===== config.mk =====
export PLATFORM = sky130hd
export DESIGN_NAME = ptg_top
export DESIGN_NICKNAME = d
export VERILOG_FILES = /design/src/rtl/ptg_pkg.sv /design/src/rtl/ptg_decode.sv /design/src/rtl/ptg_channel.sv /design/src/rtl/ptg_top.sv
export SDC_FILE = /design/constraint.sdc
export NUM_CORES = 1
export LEC_CHECK = 0
export CAP_MARGIN = 20
export CORE_ASPECT_RATIO = 0.6
export CORE_MARGIN = 1.5
export CORE_UTILIZATION = 30
export DETAILED_ROUTE_END_ITERATION = 10
export HOLD_SLACK_MARGIN = 0.03
export SLEW_MARGIN = 15
export SYNTH_ARGS = -nofsm -noshare
export SYNTH_HDL_FRONTEND = slang
export SYNTH_SLANG_ARGS = --single-unit

===== constraint.sdc =====
create_clock -name clk -period 4.9 [get_ports clk]
set_input_delay 0.98 -clock clk [delete_from_list [all_inputs] [get_ports clk]]
set_output_delay 0.98 -clock clk [all_outputs]
set_load 0.01 [all_outputs]

===== src/rtl/ptg_pkg.sv =====
package ptg_pkg;
  localparam logic [3:0] CMD_START  = 4'd2;
  localparam logic [3:0] CMD_STOP   = 4'd5;
  localparam logic [1:0] MODE_TRAIN = 2'b10;
  localparam int         FIELD_W    = 8;
  localparam int         EN_BIT     = 31;
  localparam int         MIN_INTV   = 3;

  typedef enum logic [1:0] {
    CH_IDLE  = 2'd0,
    CH_ARMED = 2'd1,
    CH_RUN   = 2'd2
  } ch_state_e;
endpackage


===== src/rtl/ptg_decode.sv =====
module ptg_decode
  import ptg_pkg::*;
#(
  parameter int NUM_OUT = 2
) (
  input  logic                        clk,
  input  logic                        rst,
  input  logic                        wr_en,
  input  logic [5:0]                  addr,
  input  logic [31:0]                 wdata,
  output logic [NUM_OUT-1:0]          start_cmd,
  output logic [NUM_OUT-1:0]          stop_cmd,
  output logic [NUM_OUT-1:0][3:0]     ch_we,
  output logic [NUM_OUT-1:0][1:0]     mode_q,
  output logic                        en_q
);
  logic ctrl_wr;
  assign ctrl_wr = wr_en && (addr[5:2] == 4'd0);

  for (genvar i = 0; i < NUM_OUT; i++) begin : g_field
    logic [3:0] cmd;
    logic [1:0] mode;
    assign cmd  = wdata[FIELD_W*i +: 4];
    assign mode = wdata[FIELD_W*i + FIELD_W - 2 +: 2];
    assign start_cmd[i] = ctrl_wr && wdata[EN_BIT] && (cmd == CMD_START)
                          && (mode == MODE_TRAIN);
    assign stop_cmd[i]  = ctrl_wr && wdata[EN_BIT] && (cmd == CMD_STOP);
    for (genvar r = 0; r < 4; r++) begin : g_we
      assign ch_we[i][r] = wr_en && (addr[5:2] == 4'(i + 1)) && (addr[1:0] == 2'(r));
    end

    always_ff @(posedge clk) begin
      if (rst) mode_q[i] <= '0;
      else if (ctrl_wr) mode_q[i] <= mode;
    end
  end

  always_ff @(posedge clk) begin
    if (rst) en_q <= 1'b0;
    else if (ctrl_wr) en_q <= wdata[EN_BIT];
  end
endmodule


===== src/rtl/ptg_channel.sv =====
module ptg_channel
  import ptg_pkg::*;
#(
  parameter int SEC_W = 32,
  parameter int NS_W  = 30,
  parameter int CNT_W = 32
) (
  input  logic               clk,
  input  logic               rst,
  input  logic               tod_tick,
  input  logic [SEC_W-1:0]   tod_sec,
  input  logic [NS_W-1:0]    tod_nsec,
  input  logic [3:0]         we,
  input  logic [31:0]        wdata,
  input  logic               start_cmd,
  input  logic               stop_cmd,
  output logic               pulse_out,
  output logic               busy,
  output logic [3:0][31:0]   rd_words
);
  ch_state_e          state;
  logic [SEC_W-1:0]   tgt_sec;
  logic [NS_W-1:0]    tgt_nsec;
  logic [CNT_W-1:0]   intv;
  logic [CNT_W-1:0]   wid;
  logic [CNT_W-1:0]   cnt;
  logic [CNT_W:0]     cnt_nx;
  logic               reached;

  assign busy    = (state == CH_ARMED);
  assign reached = {tod_sec, tod_nsec} >= {tgt_sec, tgt_nsec};
  assign cnt_nx  = {1'b0, cnt} + 1'b1;

  always_ff @(posedge clk) begin
    if (rst) begin
      state     <= CH_IDLE;
      tgt_sec   <= '0;
      tgt_nsec  <= '0;
      intv      <= '0;
      wid       <= '0;
      cnt       <= '0;
      pulse_out <= 1'b0;
    end else begin
      if (we[0] && !busy) tgt_sec  <= wdata[SEC_W-1:0];
      if (we[1] && !busy) tgt_nsec <= wdata[NS_W-1:0];
      if (we[2]) intv <= wdata[CNT_W-1:0];
      if (we[3]) wid  <= wdata[CNT_W-1:0];
      if (stop_cmd) begin
        state     <= CH_IDLE;
        cnt       <= '0;
        pulse_out <= 1'b0;
      end else begin
        case (state)
          CH_IDLE: begin
            if (start_cmd && (intv >= CNT_W'(MIN_INTV))) state <= CH_ARMED;
          end
          CH_ARMED: begin
            if (tod_tick && reached) begin
              state     <= CH_RUN;
              cnt       <= '0;
              pulse_out <= 1'b1;
            end
          end
          CH_RUN: begin
            if (tod_tick) begin
              if (cnt == intv) begin
                cnt       <= '0;
                pulse_out <= 1'b1;
              end else begin
                cnt       <= cnt_nx[CNT_W-1:0];
                pulse_out <= (cnt_nx <= {1'b0, wid});
              end
            end
          end
          default: state <= CH_IDLE;
        endcase
      end
    end
  end

  assign rd_words[0] = 32'(tgt_sec);
  assign rd_words[1] = {busy, 31'(tgt_nsec)};
  assign rd_words[2] = 32'(intv);
  assign rd_words[3] = 32'(wid);


  stop_low_chk: assert property (@(posedge clk) disable iff (rst)
    stop_cmd |=> !pulse_out && !busy);


  busy_release_chk: assert property (@(posedge clk) disable iff (rst)
    $fell(busy) && !$past(stop_cmd) |-> pulse_out);


  short_period_chk: assert property (@(posedge clk) disable iff (rst)
    (state == CH_IDLE) && start_cmd && (intv < CNT_W'(MIN_INTV)) |=> !busy);


  target_hold_chk: assert property (@(posedge clk) disable iff (rst)
    busy && $past(busy) |-> $stable(tgt_sec) && $stable(tgt_nsec));


  tick_edge_chk: assert property (@(posedge clk) disable iff (rst)
    $rose(pulse_out) |-> $past(tod_tick));
endmodule


===== src/rtl/ptg_top.sv =====
module ptg_top
  import ptg_pkg::*;
#(
  parameter int NUM_OUT = 2,
  parameter int SEC_W   = 32,
  parameter int NS_W    = 30,
  parameter int CNT_W   = 32
) (
  input  logic               clk,
  input  logic               rst,
  input  logic               tod_tick,
  input  logic [SEC_W-1:0]   tod_sec,
  input  logic [NS_W-1:0]    tod_nsec,
  input  logic               wr_en,
  input  logic [5:0]         addr,
  input  logic [31:0]        wdata,
  output logic [31:0]        rdata,
  output logic [NUM_OUT-1:0] pulse_out
);
  logic [NUM_OUT-1:0]           start_cmd;
  logic [NUM_OUT-1:0]           stop_cmd;
  logic [NUM_OUT-1:0][3:0]      ch_we;
  logic [NUM_OUT-1:0][1:0]      mode_q;
  logic                         en_q;
  logic [NUM_OUT-1:0]           busy;
  logic [NUM_OUT-1:0][3:0][31:0] ch_rd;
  logic [31:0]                  rd_nx;

  ptg_decode #(.NUM_OUT(NUM_OUT)) u_dec (
    .clk(clk), .rst(rst), .wr_en(wr_en), .addr(addr), .wdata(wdata),
    .start_cmd(start_cmd), .stop_cmd(stop_cmd), .ch_we(ch_we),
    .mode_q(mode_q), .en_q(en_q)
  );

  for (genvar i = 0; i < NUM_OUT; i++) begin : g_ch
    ptg_channel #(.SEC_W(SEC_W), .NS_W(NS_W), .CNT_W(CNT_W)) u_ch (
      .clk(clk), .rst(rst), .tod_tick(tod_tick), .tod_sec(tod_sec),
      .tod_nsec(tod_nsec), .we(ch_we[i]), .wdata(wdata),
      .start_cmd(start_cmd[i]), .stop_cmd(stop_cmd[i]),
      .pulse_out(pulse_out[i]), .busy(busy[i]), .rd_words(ch_rd[i])
    );
  end

  always_comb begin
    rd_nx = '0;
    if (addr[5:2] == 4'd0) begin
      rd_nx[EN_BIT] = en_q;
      for (int i = 0; i < NUM_OUT; i++)
        rd_nx[FIELD_W*i + FIELD_W - 2 +: 2] = mode_q[i];
    end
    for (int i = 0; i < NUM_OUT; i++)
      if (addr[5:2] == 4'(i + 1)) rd_nx = ch_rd[i][addr[1:0]];
  end

  always_ff @(posedge clk) begin
    if (rst) rdata <= '0;
    else     rdata <= rd_nx;
  end


  cmd_zero_chk: assert property (@(posedge clk) disable iff (rst)
    $past(addr[5:2] == 4'd0) |-> rdata[3:0] == 4'd0);
endmodule


==> flow_metrics.env <==
export IMPL_status="complete, no violations"
export IMPL_overflow=0
export IMPL_gp_congestion=0.976
export IMPL_fin_nets=3044
export IMPL_worst_slew_pin_slew_ns=1.15
export IMPL_dr_pass1_iters=6
export IMPL_num_rows=75
export IMPL_die_x_um=348
export IMPL_cts_setup_buffers=0
export IMPL_ys_flop_type="dfxtp_1"
export IMPL_timing_slew_headroom=0.234
export IMPL_first_global_vias=18000
export IMPL_hold_viol_final=0
export IMPL_holdPathStages=2
export IMPL_finalWorstSetupSlack_ns=0.904
export IMPL_finalCriticalPeriod_ns=4.00
export IMPL_slew_violations=0
export IMPL_die_y_um=210
export IMPL_grt_pass1_wl_mm=120
export IMPL_ant_nets=0
export IMPL_area_growth_pct=16.6
export IMPL_drive_above_1_share=0.0768
export IMPL_cts_tree="built"
export IMPL_routed_via_count=19900
export IMPL_post_dp_hpwl_mm=62.8
export IMPL_register_area_mm2=0.00719
export IMPL_path_max_fanout=6
export IMPL_io_buffers=137
export IMPL_synth_top_cell_area_share=0.336
export IMPL_drc=0
export IMPL_crit_type="flop to flop"
export IMPL_r2r_slack_ns=0.90
export IMPL_hp_start="u_dec.mode_q[0]$_SDFFE_PP0P_"
export IMPL_whs_endpoint="u_dec.mode_q[0]$_SDFFE_PP0P_"
export IMPL_start_util=0.305
export IMPL_gr_usage_all_layers=0.219
export IMPL_cts_root_buf="clkbuf_16"
export IMPL_ys_warn_count=0
export IMPL_h_tree_depth=2
export IMPL_layout_common_cells="nand2_1, dfxtp_1, a21oi_1"
export IMPL_placedInstanceArea_mm2=0.0237
export IMPL_r2r_end="g_ch[1].u_ch.pulse_out$_SDFFE_PP0P_"
export IMPL_clk_path_buf_depth=3
export IMPL_io_pins=138
export IMPL_routedWlPerCell_um=22.1
export IMPL_synth_edf_count=0
export IMPL_power_density_mw_per_mm2=260
export IMPL_dp_worst_setup_slack_ns=0.853
export IMPL_yosysUniqueCellTypes=68
export IMPL_ys_seq_area_frac=0.336
export IMPL_ctsHoldBuffers=0
export IMPL_grt_max_degree=201
export IMPL_netlist_area_mm2=0.0214
export IMPL_synth_top_cell_by_area="dfxtp_1"
export IMPL_fin_setup_tns_ns=0
export IMPL_drtIter0Drc=2834
export IMPL_numClockSinks=359
export IMPL_syn_inst=2700
export IMPL_hp_class="flop to flop"
export IMPL_viasPerCell=5.37
export IMPL_clock_fmax_mhz=250
export IMPL_maxCapViolCount=0
export IMPL_final_area_mm2=0.0250
export IMPL_fin_skew_ns=0.0270
export IMPL_final_common_cell="nand2_1"
export IMPL_worstRegToRegCells=14
export IMPL_antenna_found_initial=7
export IMPL_arrival_ns=4.51
export IMPL_cts_resized=0
export IMPL_crit_required_ns=5.42
export IMPL_ys_ff_latch=359
export IMPL_ir_worst_vdd_uv=241
export IMPL_p_leak_nw=8.62
export IMPL_setup_viol=0
export IMPL_clk_pin_slew_worst_paths_ns=0.06
export IMPL_worst_r2r_startpoint="g_ch[1].u_ch.cnt[0]$_SDFFE_PP0P_"
export IMPL_synth_avg_cell_area_um2=7.93
export IMPL_end_kind="flop"
export IMPL_startpoint_type="flop"
export IMPL_rsz0062_at_grt="no"
export IMPL_syn_nets=2994
export IMPL_nFillCells=7215
export IMPL_hold_ws_ns=0.455
export IMPL_layout_worst_path_cycle_share=0.816
export IMPL_cts_buffers=38
export IMPL_synth_area_leaders="dfxtp_1, ha_1, nand2_1"
export IMPL_core_mm2=0.0703
export IMPL_multi_input_area_mm2=0.0126
export IMPL_clock_latency_ns=0.57
export IMPL_die_area_mm2=0.0730
export IMPL_async_reset_ff_frac=0
export IMPL_routed_wl_mm=81.8
==> logic make-up (layout without fill, tap and decap cells) <==
kind of cell    Yosys count  after routing  share of synthesized area
flops                   359            359                      0.336
buf+inv                 414            487                     0.0756
mux                      85             85                     0.0761
other cells               0              3                          0
fa+ha+maj               190            190                      0.111
compound gates          542            542                      0.145
xor+xnor                124            124                     0.0507
simple gates            986            986                      0.205
==> critical path: stages, from the launching register on <==
cell and delay [ns]:
dfxtp_1 0.44, ha_1 0.25, and3_1 0.28, and4_1 0.36, and3_1 0.31, nand3_1 0.12, xnor2_1 0.26, ha_1 0.31
and4_1 0.20, a221oi_1 0.39, o32ai_1 0.13, a2111oi_0 0.43, buf_4 0.18, o21a_1 0.12, o221a_2 0.18
==> registers in the layout, indices dropped and copies added (netlist names) <==
signal,flops
rdata,32
g_ch.u_ch.pulse_out,2
g_ch.u_ch.intv,64
g_ch.u_ch.wid,64
g_ch.u_ch.tgt_nsec,60
u_dec.en_q,1
g_ch.u_ch.state,4
u_dec.mode_q,4
g_ch.u_ch.cnt,64
g_ch.u_ch.tgt_sec,64
==> power breakdown <==
part	leakage (nW)	switching (mW)	internal, mW
registers	2.89	0.0108	2.93
logic	5.12	0.326	0.200
clock network	0.612	1.31	1.72
total	8.62	1.65	4.84
==> through the flow <==
stage | power (mW) | cells | utilization
after floorplan | 3.27 | 2700 | -
after global placement | 3.51 | 3634 | 0.337
after detailed placement | 3.51 | 3634 | 0.337
after CTS | 6.49 | 3697 | 0.355
after global routing | 6.67 | 3697 | 0.355
final | 6.49 | 3700 | 0.355
==> final cells by class <==
class                           instances  share of cell area
Tap cell                              924              0.0463
Antenna cell                            3            0.000301
Clock inverter                         12             0.00581
Inverter                              229              0.0344
Multi-Input combinational cell       1927               0.507
Sequential cell                       359               0.288
Clock buffer                           51              0.0437
Timing Repair Buffer                  195              0.0749
==> synth_stat cells, drive strengths merged (6+ instances only) <==
master,number
a221oi,6
ha,190
clkbuf,166
and4,13
o211ai,6
buf,19
nand4,68
nor4,37
nor2,84
a211o,6
nand3,66
mux4,62
a21o,19
xor2,42
dfxtp,359
a21oi,336
nor3,21
inv,228
nor2b,11
or3,8
and3,12
mux2i,20
o21a,8
o21ai,72
or2,10
a211oi,9
nand2b,6
a31oi,11
a22oi,39
xnor2,82
nand2,623
==> metal layers <==
| layer | track usage | up-vias | routed length, um |
|---|---|---|---|
| met1 | 0.339 | 9315 | 38600 |
| met4 | 0.0364 | 10 | 1260 |
| li1 | - | 9358 | - |
| met2 | 0.276 | 1101 | 29800 |
| met5 | 0.0158 | - | 216 |
| met3 | 0.0879 | 91 | 12000 |
==> worst max path at each step <==
stage / from / end / slack, ns / depth (start not counted)
after global routing: g_ch[1].u_ch.cnt[0]$_SDFFE_PP0P_ / g_ch[1].u_ch.pulse_out$_SDFFE_PP0P_ / 0.65 / 14
after global placement: tod_nsec[15] / g_ch[1].u_ch.pulse_out$_SDFFE_PP0P_ / 0.90 / 9
after CTS: g_ch[1].u_ch.cnt[0]$_SDFFE_PP0P_ / g_ch[1].u_ch.pulse_out$_SDFFE_PP0P_ / 0.98 / 14
after floorplan: g_ch[1].u_ch.cnt[0]$_SDFFE_PP0P_ / g_ch[1].u_ch.pulse_out$_SDFFE_PP0P_ / 1.42 / 17
final: g_ch[1].u_ch.cnt[0]$_SDFFE_PP0P_ / g_ch[1].u_ch.pulse_out$_SDFFE_PP0P_ / 0.90 / 14
after detailed placement: addr[5] / g_ch[1].u_ch.cnt[11]$_SDFFE_PP0P_ / 0.85 / 9
Note: power is estimated with default switching activity, not from simulation.
